==> src/rtl/stflag_pkg.sv <==
package stflag_pkg;

    localparam int BYTE_W = 8;
    localparam int ADDR_W = 8;

    typedef logic [BYTE_W-1:0] byte_t;

    localparam byte_t ADR_LIVE_CORE = 8'h0C;
    localparam byte_t ADR_LIVE_CLK  = 8'h0D;
    localparam byte_t ADR_FLAG_CORE = 8'h11;
    localparam byte_t ADR_FLAG_CLK  = 8'h12;
    localparam byte_t ADR_MASK_CORE = 8'h17;
    localparam byte_t ADR_MASK_CLK  = 8'h18;

    // Implemented positions of the core byte: bits 0..3 and 5
    localparam byte_t CORE_VALID = 8'h2F;

    typedef enum logic [2:0] {
        SEL_NONE,
        SEL_LIVE_CORE,
        SEL_LIVE_CLK,
        SEL_FLAG_CORE,
        SEL_FLAG_CLK,
        SEL_MASK_CORE,
        SEL_MASK_CLK
    } reg_sel_e;

    typedef struct packed {
        logic cal_busy;
        logic xtal_los;
        logic ref_los;
        logic pll_unlock;
        logic bus_tmo;
    } core_mon_t;

    typedef struct packed {
        byte_t live;
        byte_t flag;
        byte_t mask;
        logic  pend;
    } grp_view_t;

    function automatic byte_t clkin_valid(input int n);
        byte_t v;
        v = '0;
        for (int i = 0; i < BYTE_W; i++) begin
            if (i < n) v[i] = 1'b1;
        end
        return v;
    endfunction

    function automatic byte_t pack_core(input core_mon_t m);
        byte_t b;
        b    = '0;
        b[0] = m.cal_busy;
        b[1] = m.xtal_los;
        b[2] = m.ref_los;
        b[3] = m.pll_unlock;
        b[5] = m.bus_tmo;
        return b;
    endfunction

    function automatic reg_sel_e decode_addr(input byte_t a);
        case (a)
            ADR_LIVE_CORE: return SEL_LIVE_CORE;
            ADR_LIVE_CLK:  return SEL_LIVE_CLK;
            ADR_FLAG_CORE: return SEL_FLAG_CORE;
            ADR_FLAG_CLK:  return SEL_FLAG_CLK;
            ADR_MASK_CORE: return SEL_MASK_CORE;
            ADR_MASK_CLK:  return SEL_MASK_CLK;
            default:       return SEL_NONE;
        endcase
    endfunction

endpackage

==> src/rtl/stflag_cell.sv <==
module stflag_cell (
    input  logic clk,
    input  logic rst,
    input  logic mon_i,
    input  logic clr_i,
    input  logic mask_we_i,
    input  logic mask_d_i,
    output logic live_o,
    output logic flag_o,
    output logic mask_o
);
    always_ff @(posedge clk) begin
        if (rst) begin
            live_o <= 1'b0;
            flag_o <= 1'b0;
            mask_o <= 1'b0;
        end else begin
            live_o <= mon_i;
            // a live event outranks a clear in the same cycle
            flag_o <= mon_i | (flag_o & ~clr_i);
            if (mask_we_i) mask_o <= mask_d_i;
        end
    end
endmodule

==> src/rtl/stflag_group.sv <==
module stflag_group
    import stflag_pkg::*;
#(
    parameter byte_t VALID = 8'hFF
) (
    input  logic      clk,
    input  logic      rst,
    input  byte_t     mon_i,
    input  logic      flag_wr_i,
    input  logic      mask_wr_i,
    input  byte_t     wdata_i,
    output grp_view_t view_o
);
    byte_t live_w, flag_w, mask_w;

    for (genvar b = 0; b < BYTE_W; b++) begin : g_bit
        if (VALID[b]) begin : g_cell
            stflag_cell u_cell (
                .clk       (clk),
                .rst       (rst),
                .mon_i     (mon_i[b]),
                .clr_i     (flag_wr_i & ~wdata_i[b]),
                .mask_we_i (mask_wr_i),
                .mask_d_i  (wdata_i[b]),
                .live_o    (live_w[b]),
                .flag_o    (flag_w[b]),
                .mask_o    (mask_w[b])
            );
        end else begin : g_hole
            assign live_w[b] = 1'b0;
            assign flag_w[b] = 1'b0;
            assign mask_w[b] = 1'b0;
        end
    end

    assign view_o.live = live_w;
    assign view_o.flag = flag_w;
    assign view_o.mask = mask_w;
    assign view_o.pend = |(flag_w & ~mask_w);

    AST_LIVE_LAT: assert property (@(posedge clk) disable iff (rst)
        1'b1 |=> (live_w == ($past(mon_i) & VALID)));
    AST_FLAG_HOLD: assert property (@(posedge clk) disable iff (rst)
        1'b1 |=> ((($past(flag_w) & ~($past(flag_wr_i) ? ~$past(wdata_i) : 8'h00)) & ~flag_w) == 8'h00));
    AST_FLAG_CLR: assert property (@(posedge clk) disable iff (rst)
        flag_wr_i |=> ((~$past(wdata_i) & ~$past(mon_i) & flag_w) == 8'h00));
    AST_SET_WINS: assert property (@(posedge clk) disable iff (rst)
        1'b1 |=> (($past(mon_i) & VALID & ~flag_w) == 8'h00));
    AST_MASK_WR: assert property (@(posedge clk) disable iff (rst)
        mask_wr_i |=> (mask_w == ($past(wdata_i) & VALID)));
endmodule

==> src/rtl/stflag_decode.sv <==
module stflag_decode
    import stflag_pkg::*;
(
    input  logic       wr_en_i,
    input  byte_t      addr_i,
    output reg_sel_e   sel_o,
    output logic [1:0] flag_wr_o,
    output logic [1:0] mask_wr_o
);
    always_comb begin
        sel_o     = decode_addr(addr_i);
        flag_wr_o = 2'b00;
        mask_wr_o = 2'b00;
        if (wr_en_i) begin
            case (sel_o)
                SEL_FLAG_CORE: flag_wr_o[0] = 1'b1;
                SEL_FLAG_CLK:  flag_wr_o[1] = 1'b1;
                SEL_MASK_CORE: mask_wr_o[0] = 1'b1;
                SEL_MASK_CLK:  mask_wr_o[1] = 1'b1;
                default: ;
            endcase
        end
    end
endmodule

==> src/rtl/stflag_top.sv <==
module stflag_top
    import stflag_pkg::*;
#(
    parameter int N_CLKIN = 4
) (
    input  logic               clk,
    input  logic               rst,
    input  logic               mon_cal_busy,
    input  logic               mon_xtal_los,
    input  logic               mon_ref_los,
    input  logic               mon_pll_unlock,
    input  logic               mon_bus_tmo,
    input  logic [N_CLKIN-1:0] mon_clkin_los,
    input  logic               cfg_wr_en,
    input  logic [ADDR_W-1:0]  cfg_addr,
    input  logic [BYTE_W-1:0]  cfg_wdata,
    output logic [BYTE_W-1:0]  cfg_rdata,
    output logic               irq_n
);
    localparam byte_t CLK_VALID = clkin_valid(N_CLKIN);

    core_mon_t  core_mon;
    byte_t      core_byte, clk_byte;
    reg_sel_e   sel;
    logic [1:0] flag_wr, mask_wr;
    grp_view_t  v_core, v_clk;
    byte_t      rd_valid;

    assign core_mon  = '{cal_busy:   mon_cal_busy,
                         xtal_los:   mon_xtal_los,
                         ref_los:    mon_ref_los,
                         pll_unlock: mon_pll_unlock,
                         bus_tmo:    mon_bus_tmo};
    assign core_byte = pack_core(core_mon);
    assign clk_byte  = byte_t'(mon_clkin_los);

    stflag_decode u_dec (
        .wr_en_i   (cfg_wr_en),
        .addr_i    (cfg_addr),
        .sel_o     (sel),
        .flag_wr_o (flag_wr),
        .mask_wr_o (mask_wr)
    );

    stflag_group #(.VALID(CORE_VALID)) u_core (
        .clk       (clk),
        .rst       (rst),
        .mon_i     (core_byte),
        .flag_wr_i (flag_wr[0]),
        .mask_wr_i (mask_wr[0]),
        .wdata_i   (cfg_wdata),
        .view_o    (v_core)
    );

    stflag_group #(.VALID(CLK_VALID)) u_clk (
        .clk       (clk),
        .rst       (rst),
        .mon_i     (clk_byte),
        .flag_wr_i (flag_wr[1]),
        .mask_wr_i (mask_wr[1]),
        .wdata_i   (cfg_wdata),
        .view_o    (v_clk)
    );

    always_comb begin
        case (sel)
            SEL_LIVE_CORE: begin cfg_rdata = v_core.live; rd_valid = CORE_VALID; end
            SEL_LIVE_CLK:  begin cfg_rdata = v_clk.live;  rd_valid = CLK_VALID;  end
            SEL_FLAG_CORE: begin cfg_rdata = v_core.flag; rd_valid = CORE_VALID; end
            SEL_FLAG_CLK:  begin cfg_rdata = v_clk.flag;  rd_valid = CLK_VALID;  end
            SEL_MASK_CORE: begin cfg_rdata = v_core.mask; rd_valid = CORE_VALID; end
            SEL_MASK_CLK:  begin cfg_rdata = v_clk.mask;  rd_valid = CLK_VALID;  end
            default:       begin cfg_rdata = 8'h00;       rd_valid = 8'h00;      end
        endcase
    end

    assign irq_n = ~(v_core.pend | v_clk.pend);

    AST_IRQ_AFTER_RST: assert property (@(posedge clk)
        rst |=> irq_n);
    AST_RD_UNUSED: assert property (@(posedge clk) disable iff (rst)
        (cfg_rdata & ~rd_valid) == 8'h00);
    AST_IRQ_NEEDS_FLAG: assert property (@(posedge clk) disable iff (rst)
        !irq_n |-> ((v_core.flag | v_clk.flag) != 8'h00));
endmodule

==> config.mk <==
export PLATFORM = sky130hd
export DESIGN_NAME = stflag_top
export DESIGN_NICKNAME = d
export VERILOG_FILES = /design/src/rtl/stflag_pkg.sv /design/src/rtl/stflag_cell.sv /design/src/rtl/stflag_group.sv /design/src/rtl/stflag_decode.sv /design/src/rtl/stflag_top.sv
export SDC_FILE = /design/constraint.sdc
export NUM_CORES = 1
export LEC_CHECK = 0
export BUFFER_PORTS_ARGS = -buffer_cell sky130_fd_sc_hd__clkbuf_2
export CAP_MARGIN = 15
export CORE_ASPECT_RATIO = 1.75
export CORE_UTILIZATION = 46
export DETAILED_ROUTE_END_ITERATION = 6
export GPL_TIMING_DRIVEN = 0
export PLACE_DENSITY = 0.81
export SLEW_MARGIN = 20
export SYNTH_ARGS = -nofsm -noshare
export SYNTH_HDL_FRONTEND = slang
export SYNTH_SLANG_ARGS = --single-unit
==> constraint.sdc <==
create_clock -name clk -period 3.88 [get_ports clk]
set_clock_uncertainty 0.2 [all_clocks]
set_input_delay 0 -clock clk [delete_from_list [all_inputs] [get_ports clk]]
set_output_delay 0 -clock clk [all_outputs]
set_load 0.01 [all_outputs]
==> results of run 1 <==
## cell usage in the layout (no fill, tap or decap), types with 2 or more instances in the layout
cell type and count:
clkbuf_2 27, dfxtp_1 27, nor2_1 26, dlygate4sd3_1 20, inv_1 12, nor2b_1 10, mux2i_1 9, nand2_1 8
a21oi_1 8, clkbuf_1 5, a22oi_1 5, a311oi_1 5, o21ai_0 4, nor3_1 3, buf_4 3, conb_1 3
clkbuf_8 3, and2_1 2, a22o_1 2, a31oi_1 2, nand4_1 2, a32oi_1 2, o22a_1 2, o22ai_1 2
## power breakdown
part / internal (W) / total (W) / switching (W)
Combinational: 0.0000429 / 0.0000863 / 0.0000433
Sequential: 0.000289 / 0.000296 / 0.00000708
Clock: 0.0000738 / 0.000160 / 0.0000867
Total: 0.000405 / 0.000543 / 0.000137
## critical path: stages (launching register included)
cell      delay, ns
dfxtp_1        0.33
nor2b_1        0.13
a21oi_1        0.14
o221ai_1       0.14
nor4_1         0.26
clkbuf_2       0.20
## flip-flops by register name, indices dropped and copies added (netlist names)
register                           count
u_clk.g_bit.g_cell.u_cell.flag_o       4
u_clk.g_bit.g_cell.u_cell.live_o       4
u_core.g_bit.g_cell.u_cell.flag_o      5
u_core.g_bit.g_cell.u_cell.mask_o      5
u_core.g_bit.g_cell.u_cell.live_o      5
u_clk.g_bit.g_cell.u_cell.mask_o       4
## final cells by class
cell class,instances,area [sq um]
inverters,12,45.0
multi-input cells,111,713
fillers,245,982
well taps,27,33.8
clock buffers,4,45.0
repair buffers,46,330
flip-flops and latches,27,541
plain buffers,11,62.6
## timing repair
| action | in CTS | in global routing |
|---|---|---|
| gates resized for setup | 0 | 0 |
| endpoints found under the hold margin | 27 | 0 |
| hold buffers | 20 | 0 |
## stage by stage
| stage | instance area, sq um | utilization, % | std cells | hold slack (ns) |
|---|---|---|---|---|
| global route | 1770 | 64.3 | 238 | 0.129 |
| CTS | 1770 | 64.3 | 238 | 0.0800 |
| detailed placement | 1530 | 55.4 | 214 | 0.0324 |
| global placement | 1530 | 55.4 | 214 | 0.0275 |
| finish | 1770 | 64.3 | 238 | 0.0723 |
| floorplan | 1360 | - | 161 | -0.0718 |
## layer usage
metal,track usage [%],up-vias,part of all wire (%)
li1,-,656,-
met3,4.42,10,6.9
met4,12.8,0,3.4
met2,40.2,57,51
met1,26.9,611,39
met5,0,-,0
## how the worst min path moves through the flow
| stage | startpoint | end | slack (ns) | cells past startpoint |
|---|---|---|---|---|
| 4_1_cts | cfg_wr_en | u_clk.g_bit[1].g_cell.u_cell.flag_o | 0.08 | 4 |
| 5_1_grt | cfg_wr_en | u_clk.g_bit[3].g_cell.u_cell.flag_o | 0.13 | 4 |
| 2_1_floorplan | mon_cal_busy | u_core.g_bit[0].g_cell.u_cell.live_o | -0.07 | 1 |
| 3_5_place_dp | mon_clkin_los[0] | u_clk.g_bit[0].g_cell.u_cell.live_o | 0.03 | 3 |
| 3_3_place_gp | mon_clkin_los[1] | u_clk.g_bit[1].g_cell.u_cell.live_o | 0.03 | 3 |
| 6_report | cfg_wr_en | u_clk.g_bit[1].g_cell.u_cell.flag_o | 0.07 | 4 |
## logic make-up (layout without fill, tap and decap cells)
logic type | after synthesis | after routing | synth area share [%]
buffers and inverters | 23 | 73 | 7.95
other | 1 | 3 | 0.277
flip-flops | 27 | 27 | 39.9
AND/OR/NAND/NOR | 62 | 62 | 25.4
multiplexers | 10 | 10 | 7.49
AO/OA/AOI/OAI | 36 | 36 | 18.9
==> flow_summary.ini, run 1 <==
[worst_setup_path]
crit_arrival_ns = 1.47
reg2regPathDepth = 2
r2r_setup_slack_ns = 2.86
reg2reg_to = u_core.g_bit[3].g_cell.u_cell.flag_o
worstSetupPathType = reg -> out
cp_max_fo = 3
endpoint = irq_n
reg2reg_from = u_core.g_bit[3].g_cell.u_cell.flag_o
cp-start-kind = flop
worstSetupStartpoint = u_core.g_bit[0].g_cell.u_cell.flag_o
cp-end-kind = output pin
required_ns = 3.68

[clocking]
clock_tree.buffer_depth = 2
insertion_delay_ns = 0.27
cts_root_buf = clkbuf_8
htree_levels = 1
postCtsSetupRepairBufs = 0
cts_made_buffers = 3
clock_sinks = 27
cts_tree = built
clk_pin_slew_ns = 0.09

[sta]
post-route-period-util_pct = 42.9
fmax_mhz = 600
finalSetupViolations = 0
slew_headroom_pct = 48.1
worst_pin_slew_ns = 0.768
setup_tns_ns = 0
setup_slack_ns = 2.21
hold_viol = 0
timing.final.crit_period_ns = 1.67
slew_viol_final = 0
rsz0062_at_grt = false

[routing]
wirelength_mm = 3.42
vias = 1334
dr.pass1.iters = 4
antenna_left = 0
routedWlPerCell_microns = 14.4
route.detailed.drc = 0
drtIter0Drc = 61
vias_per_cell = 5.61

[global_routing]
grt_pass1_vias = 1244
gr-total-overflow = 0
grt_max_degree = 15
grt_usage_pct = 23.5
grt_pass1_wl_mm = 5.58
antenna_found_initial = 0

[synthesis]
ys_types = 41
yosysMostFrequentCell = dfxtp_1
ys_seq_elements = 27
seq_area_frac_synth_pct = 39.9
synthArstFlopShare_pct = 0
yosysWarnings = 0
synthTopCellsByCount = dfxtp_1 (27), nor2_1 (26), inv_1 (12), nor2b_1 (10), mux2i_1 (9)
yosys-top-cells-area = dfxtp_1 (40%), nor2_1 (7.2%), mux2i_1 (6.7%)
syn_inst = 159
synth_top_area_share_pct = 39.9
syn_avg_cell_area_sq_um = 8.51
yosysTopAreaCell = dfxtp_1
syn_area_sq_um = 1350
ys.flop_type = dfxtp_1
synth-edff-count = 0

[floorplan]
core_sq_um = 2750
die_width_microns = 43.0
ios = 37
die_h_microns = 73.8
dieArea_sq_um = 3170
fp-row-count = 25
initial_utilization_pct = 49.2

[placed_design]
place_ws_ns = 2.00
post-dp-hpwl_mm = 2.59
port_buffers = 26
place_congestion = 0.918

[pwr]
vdd_drop_max_mv = 0.225
leakage_nw = 0.725
power_w = 0.000543
p_per_area_nw_per_um2 = 306

[final_layout]
area_growth_pct = 30.8
antenna_cells = 0
drive_gt1_share_pct = 19.0
finalNetCount = 240

[job]
drv_cap = 0

[outcome]
status = finished clean

[worst_hold_path]
min_path_type = in -> reg
(Power assumes the default switching activity.)
==> run 2: changes to the inputs <==
--- a/config.mk
+++ b/config.mk
@@ -5,13 +5,14 @@
 export SDC_FILE = /design/constraint.sdc
 export NUM_CORES = 1
 export LEC_CHECK = 0
+export ABC_AREA = 1
 export BUFFER_PORTS_ARGS = -buffer_cell sky130_fd_sc_hd__clkbuf_2
 export CAP_MARGIN = 15
 export CORE_ASPECT_RATIO = 1.75
 export CORE_UTILIZATION = 46
 export DETAILED_ROUTE_END_ITERATION = 6
 export GPL_TIMING_DRIVEN = 0
-export PLACE_DENSITY = 0.81
+export PLACE_DENSITY = 0.84
 export SLEW_MARGIN = 20
 export SYNTH_ARGS = -nofsm -noshare
 export SYNTH_HDL_FRONTEND = slang
==> constraint.sdc (replaced) <==
create_clock -name clk -period 1.5 [get_ports clk]
set_clock_uncertainty 0.2 [all_clocks]
set_input_delay 0 -clock clk [delete_from_list [all_inputs] [get_ports clk]]
set_output_delay 0 -clock clk [all_outputs]
set_load 0.01 [all_outputs]
==> flow_summary.ini, run 2 <==
[pwr]
p_sw_share_pct = 26.6
clkPwrFrac_pct = 29.4
vdd_drop_max_mv = 0.504
p_per_area_nw_per_um2 = 745
power_frac_seq_pct = 54.3
switching_power_w = 0.000380
internal-power_w = 0.00104
leakage_nw = 1.06
pwr-share-comb_pct = 16.4

[synthesis]
ys_seq_elements = 27
synthArstFlopShare_pct = 0
synthTopCellsByCount = nand2_1 (65), inv_1 (35), nor2_1 (34), dfxtp_1 (27), nand3_1 (26)
yosys-top-cells-area = dfxtp_1 (38%), nand2_1 (17%), inv_1 (9.2%)
syn_area_sq_um = 1440
syn_inst = 225
synth_top_area_share_pct = 37.7
seq_area_frac_synth_pct = 37.7
yosysTopAreaCell = dfxtp_1
ys.flop_type = dfxtp_1
syn_avg_cell_area_sq_um = 6.38
yosysWarnings = 0
synth-edff-count = 0
ys_types = 19
yosysMostFrequentCell = nand2_1

[worst_setup_path]
crit_arrival_ns = 1.53
cp-end-kind = flop
worstSetupPathType = reg -> reg
required_ns = 1.52
cp-start-kind = flop
cp_max_fo = 2
r2r_setup_slack_ns = -0.005

[clocking]
insertion_delay_ns = 0.27
clock_tree.buffer_depth = 2
clk_pin_slew_ns = 0.09
cts_tree = built
htree_levels = 1
cts_root_buf = clkbuf_8
clock_sinks = 27
cts_made_buffers = 3

[final_layout]
drive_gt1_share_pct = 21.9
finalNetCount = 312
layout_commonest_cell = nand2_1
nFillCells = 258
reg_top3 = u_core.g_bit.g_cell.u_cell.flag_o: 5 flops, u_core.g_bit.g_cell.u_cell.live_o: 5 flops, u_core.g_bit.g_cell.u_cell.mask_o: 5 flops
antenna_cells = 0
finalNonFillerCells = 311
area_growth_pct = 33.3
multi_input_area_sq_um = 721
seq_area_sq_um = 543
final_cell_mix = nand2_1 (65), inv_1 (34), nor2_1 (34), clkbuf_2 (28), nand3_1 (26)

[placed_design]
port_buffers = 29
place_congestion = 0.813
place_ws_ns = 0.253
post-dp-hpwl_mm = 2.74
dp_cells = 284

[sta]
setup_slack_ns = -0.00541
post-route-period-util_pct = 100
fmax_mhz = 664
finalSetupViolations = 1
slew_viol_final = 0
fin_hold_ws_ns = 0.0337
timing.final.crit_period_ns = 1.51
hold_viol = 0

[routing]
vias = 1603
dr.pass1.iters = 6
routedWlPerCell_microns = 13.5
antenna_left = 0
wirelength_mm = 4.19
drtIter0Drc = 98
vias_per_cell = 5.15
route.detailed.drc = 3

[floorplan]
fp-row-count = 26
die_width_microns = 44.2
dieArea_sq_um = 3360
core_sq_um = 2930
ios = 37
die_h_microns = 75.9
initial_utilization_pct = 49.0

[outcome]
status = complete, but fails checks
violations = design-rule violations, negative setup slack

[global_routing]
antenna_found_initial = 0
grt_pass1_vias = 1496
grt_pass1_wl_mm = 6.22
grt_max_degree = 16
grt_usage_pct = 25.3
gr-total-overflow = 0

[job]
drv_cap = 0

[worst_hold_path]
min_path_type = in -> reg
run 2: cell count changes after synthesis, sizes merged, moves of 6 or more:
cell   delta
a21oi     -8
inv      +27
mux2i     -9
nand2    +57
nand3    +30
nor2     +14
nor2b    -10
o21ai     +6
run 2: routing by layer:
| metal | vias to the layer above | global-route usage, % | wire length, microns |
|---|---|---|---|
| li1 | 795 | - | - |
| met1 | 714 | 23.9 | 1500 |
| met2 | 75 | 50.3 | 2310 |
| met3 | 19 | 2.61 | 188 |
| met4 | 0 | 14.5 | 190 |
| met5 | - | 0 | 0 |
run 2: cells by family after synthesis:
| group | count (synthesis) | share of synthesized area [%] |
|---|---|---|
| other cells | 1 | 0.261 |
| compound gates | 15 | 6.02 |
| simple gates | 135 | 42.1 |
| flops | 27 | 37.7 |
| buf+inv | 47 | 13.9 |
run 2: final timing paths:
path | startpoint | end | cells past startpoint
worst min register to register | u_core.g_bit[0].g_cell.u_cell.mask_o | u_core.g_bit[0].g_cell.u_cell.mask_o | 4
worst max register to register | u_core.g_bit[1].g_cell.u_cell.flag_o | u_core.g_bit[1].g_cell.u_cell.flag_o | 5
worst min-delay path | cfg_wr_en | u_clk.g_bit[2].g_cell.u_cell.flag_o | 4
worst max-delay path | u_core.g_bit[1].g_cell.u_cell.flag_o | u_core.g_bit[1].g_cell.u_cell.flag_o | 5
run 2: stage by stage:
step                setup TNS, ns  instance area [sq um]  power, W  utilization (%)
CTS                             0                   1870   0.00140             63.8
global placement                0                   1620  0.000954             55.4
finish                   -0.00541                   1910   0.00142             65.3
global route              -0.0806                   1910   0.00147             65.3
floorplan                       0                   1440  0.000887                -
detailed placement              0                   1620  0.000959             55.4
run 2: power by group through the flow:
stage                     Clock (W)  Sequential [W]  Combinational, W
after CTS                  0.000412        0.000769          0.000215
after global placement            0        0.000785          0.000169
after detailed placement          0        0.000786          0.000173
after floorplan                   0        0.000781          0.000106
final                      0.000418        0.000773          0.000233
after global routing       0.000442        0.000775          0.000256
run 2: cell type report:
| cell class | instances | area share [%] |
|---|---|---|
| multi-input cells | 153 | 37.7 |
| flip-flops and latches | 27 | 28.4 |
| repair buffers | 52 | 19.2 |
| inverters | 39 | 7.65 |
| plain buffers | 8 | 2.81 |
| clock buffers | 3 | 2.16 |
| well taps | 28 | 1.83 |
| clock inverters | 1 | 0.262 |
run 2: critical path, stage by stage, from the launching register on:
cell and delay (ns):
dfxtp_1 0.36, inv_1 0.07, nor2_1 0.10, o21ai_0 0.08, dlygate4sd3_1 0.57, nand2_1 0.07
run 2: repair_timing:
action | CTS | global route
buffers inserted | 0 | 3
hold buffers | 20 | 0
resized for setup | 0 | 9
endpoints found under the hold margin | 27 | 0
setup endpoints to repair | 0 | 6
==> run 3: changes to the inputs <==
--- a/config.mk
+++ b/config.mk
@@ -13,6 +13,7 @@
 export DETAILED_ROUTE_END_ITERATION = 6
 export GPL_TIMING_DRIVEN = 0
 export PLACE_DENSITY = 0.84
+export SKIP_LAST_GASP = 1
 export SLEW_MARGIN = 20
 export SYNTH_ARGS = -nofsm -noshare
 export SYNTH_HDL_FRONTEND = slang
==> flow_summary.ini, run 3 (synthesized netlist as in run 2, its figures left out) <==
[worst_setup_path]
reg2regPathDepth = 5
slowest_stage = dlygate4sd3_1
crit_family = buffers and inverters
cp-end-kind = flop
cp-start-kind = flop
cp.depth = 5
cp_max_fo = 2
path_cells = inv_1, nor2_1, o21ai_0, dlygate4sd3_1, nand2_1
path_buf_inv = 2
crit_arrival_ns = 1.53
required_ns = 1.52
cp_slowest_stage_delay_ns = 0.57
worstSetupPathType = reg -> reg

[placed_design]
post-dp-hpwl_mm = 2.74
place_area_sq_um = 1620
port_buffers = 29
place_congestion = 0.813
dp_cells = 284
place_ws_ns = 0.253

[routing]
wirelength_mm = 4.15
vias = 1603
routedWlPerCell_microns = 13.3
route.detailed.drc = 3
vias_per_cell = 5.15
drtIter0Drc = 102
dr.pass1.iters = 6
antenna_left = 0

[final_layout]
area_growth_pct = 33.2
nFillCells = 258
antenna_cells = 0
finalNetCount = 312
reg_top3 = u_core.g_bit.g_cell.u_cell.flag_o: 5 flops, u_core.g_bit.g_cell.u_cell.live_o: 5 flops, u_core.g_bit.g_cell.u_cell.mask_o: 5 flops
layout_commonest_cell = nand2_1
drive_gt1_share_pct = 21.6
final_cell_mix = nand2_1 (65), inv_1 (34), nor2_1 (34), clkbuf_2 (28)
final_util_pct = 65.3
finalNonFillerCells = 311
stdcell_area_sq_um = 1910

[global_routing]
grt_pass1_wl_mm = 6.22
antenna_found_initial = 0
grt_max_degree = 16
gr-total-overflow = 0
grt_usage_pct = 25.3
grt_pass1_vias = 1496

[clocking]
clk_pin_slew_ns = 0.09
htree_levels = 1
clock_tree.buffer_depth = 2
cts_made_buffers = 3
cts_root_buf = clkbuf_8
clock_sinks = 27
cts_tree = built
insertion_delay_ns = 0.27

[sta]
hold_viol = 0
setup_slack_ns = -0.00881
slew_viol_final = 0
fin_hold_ws_ns = 0.0324
rsz0062_at_grt = true
post-route-period-util_pct = 101
finalSetupViolations = 1
fmax_mhz = 663
timing.final.crit_period_ns = 1.51

[floorplan]
initial_utilization_pct = 49.0
fp-row-count = 26
die_width_microns = 44.2
dieArea_sq_um = 3360
core_sq_um = 2930
die_h_microns = 75.9
ios = 37

[pwr]
vdd_drop_max_mv = 0.499
p_per_area_nw_per_um2 = 742
leakage_nw = 1.06

[outcome]
violations = design-rule violations, negative setup slack
status = complete, but fails checks

[worst_hold_path]
hold_depth = 4
min_path_type = in -> reg

[job]
drv_cap = 0
[run 3: where the power goes]
group	internal (W)	total, W	leakage, nW	switching [W]
clock	0.000186	0.000412	0.0255	0.000226
combinational	0.000104	0.000233	0.811	0.000128
sequential	0.000753	0.000773	0.223	0.0000192
[run 3: layout make-up]
class	instances	area [sq um]	area share (%)
buffer	8	53.8	2.81
tap	28	35.0	1.83
sequential	27	542	28.3
clock buffer	3	41.3	2.16
multi-input combinational	153	721	37.7
inverter	39	146	7.66
timing repair buffer	52	368	19.2
clock inverter	1	5.00	0.262
[run 3: worst reg2reg max path, stage by stage (launching register included)]
cell	delay (ns)
dfxtp_1	0.36
inv_1	0.07
nor2_1	0.10
o21ai_0	0.08
dlygate4sd3_1	0.57
nand2_1	0.07
[run 3: final timing paths]
check	startpoint	to	slack (ns)
hold / removal	cfg_wr_en	u_clk.g_bit[2].g_cell.u_cell.flag_o	0.03
setup reg to reg	u_core.g_bit[1].g_cell.u_cell.flag_o	u_core.g_bit[1].g_cell.u_cell.flag_o	-0.009
setup / recovery	u_core.g_bit[1].g_cell.u_cell.flag_o	u_core.g_bit[1].g_cell.u_cell.flag_o	-0.009
hold reg to reg	u_core.g_bit[5].g_cell.u_cell.mask_o	u_core.g_bit[5].g_cell.u_cell.mask_o	0.34
[run 3: repair_timing]
| action | CTS | global route |
|---|---|---|
| hold buffers | 20 | 0 |
| hold endpoints to repair | 27 | 0 |
| resized for setup | 0 | 8 |
| endpoints found under the setup margin | 0 | 6 |
| setup buffers | 0 | 3 |
[run 3: per-layer routing]
| layer | routed length, microns | GRT usage, % | vias up |
|---|---|---|---|
| met2 | 2280 | 50.3 | 66 |
| met4 | 192 | 14.5 | 0 |
| met1 | 1510 | 23.9 | 727 |
| li1 | - | - | 792 |
| met5 | 0 | 0 | - |
| met3 | 168 | 2.61 | 18 |
[run 3: per-stage QoR]
step	setup TNS, ns	total power [W]
4_1_cts	0	0.00140
2_1_floorplan	0	0.000887
3_5_place_dp	0	0.000959
6_report	-0.00881	0.00142
5_1_grt	-0.0996	0.00147
3_3_place_gp	0	0.000954
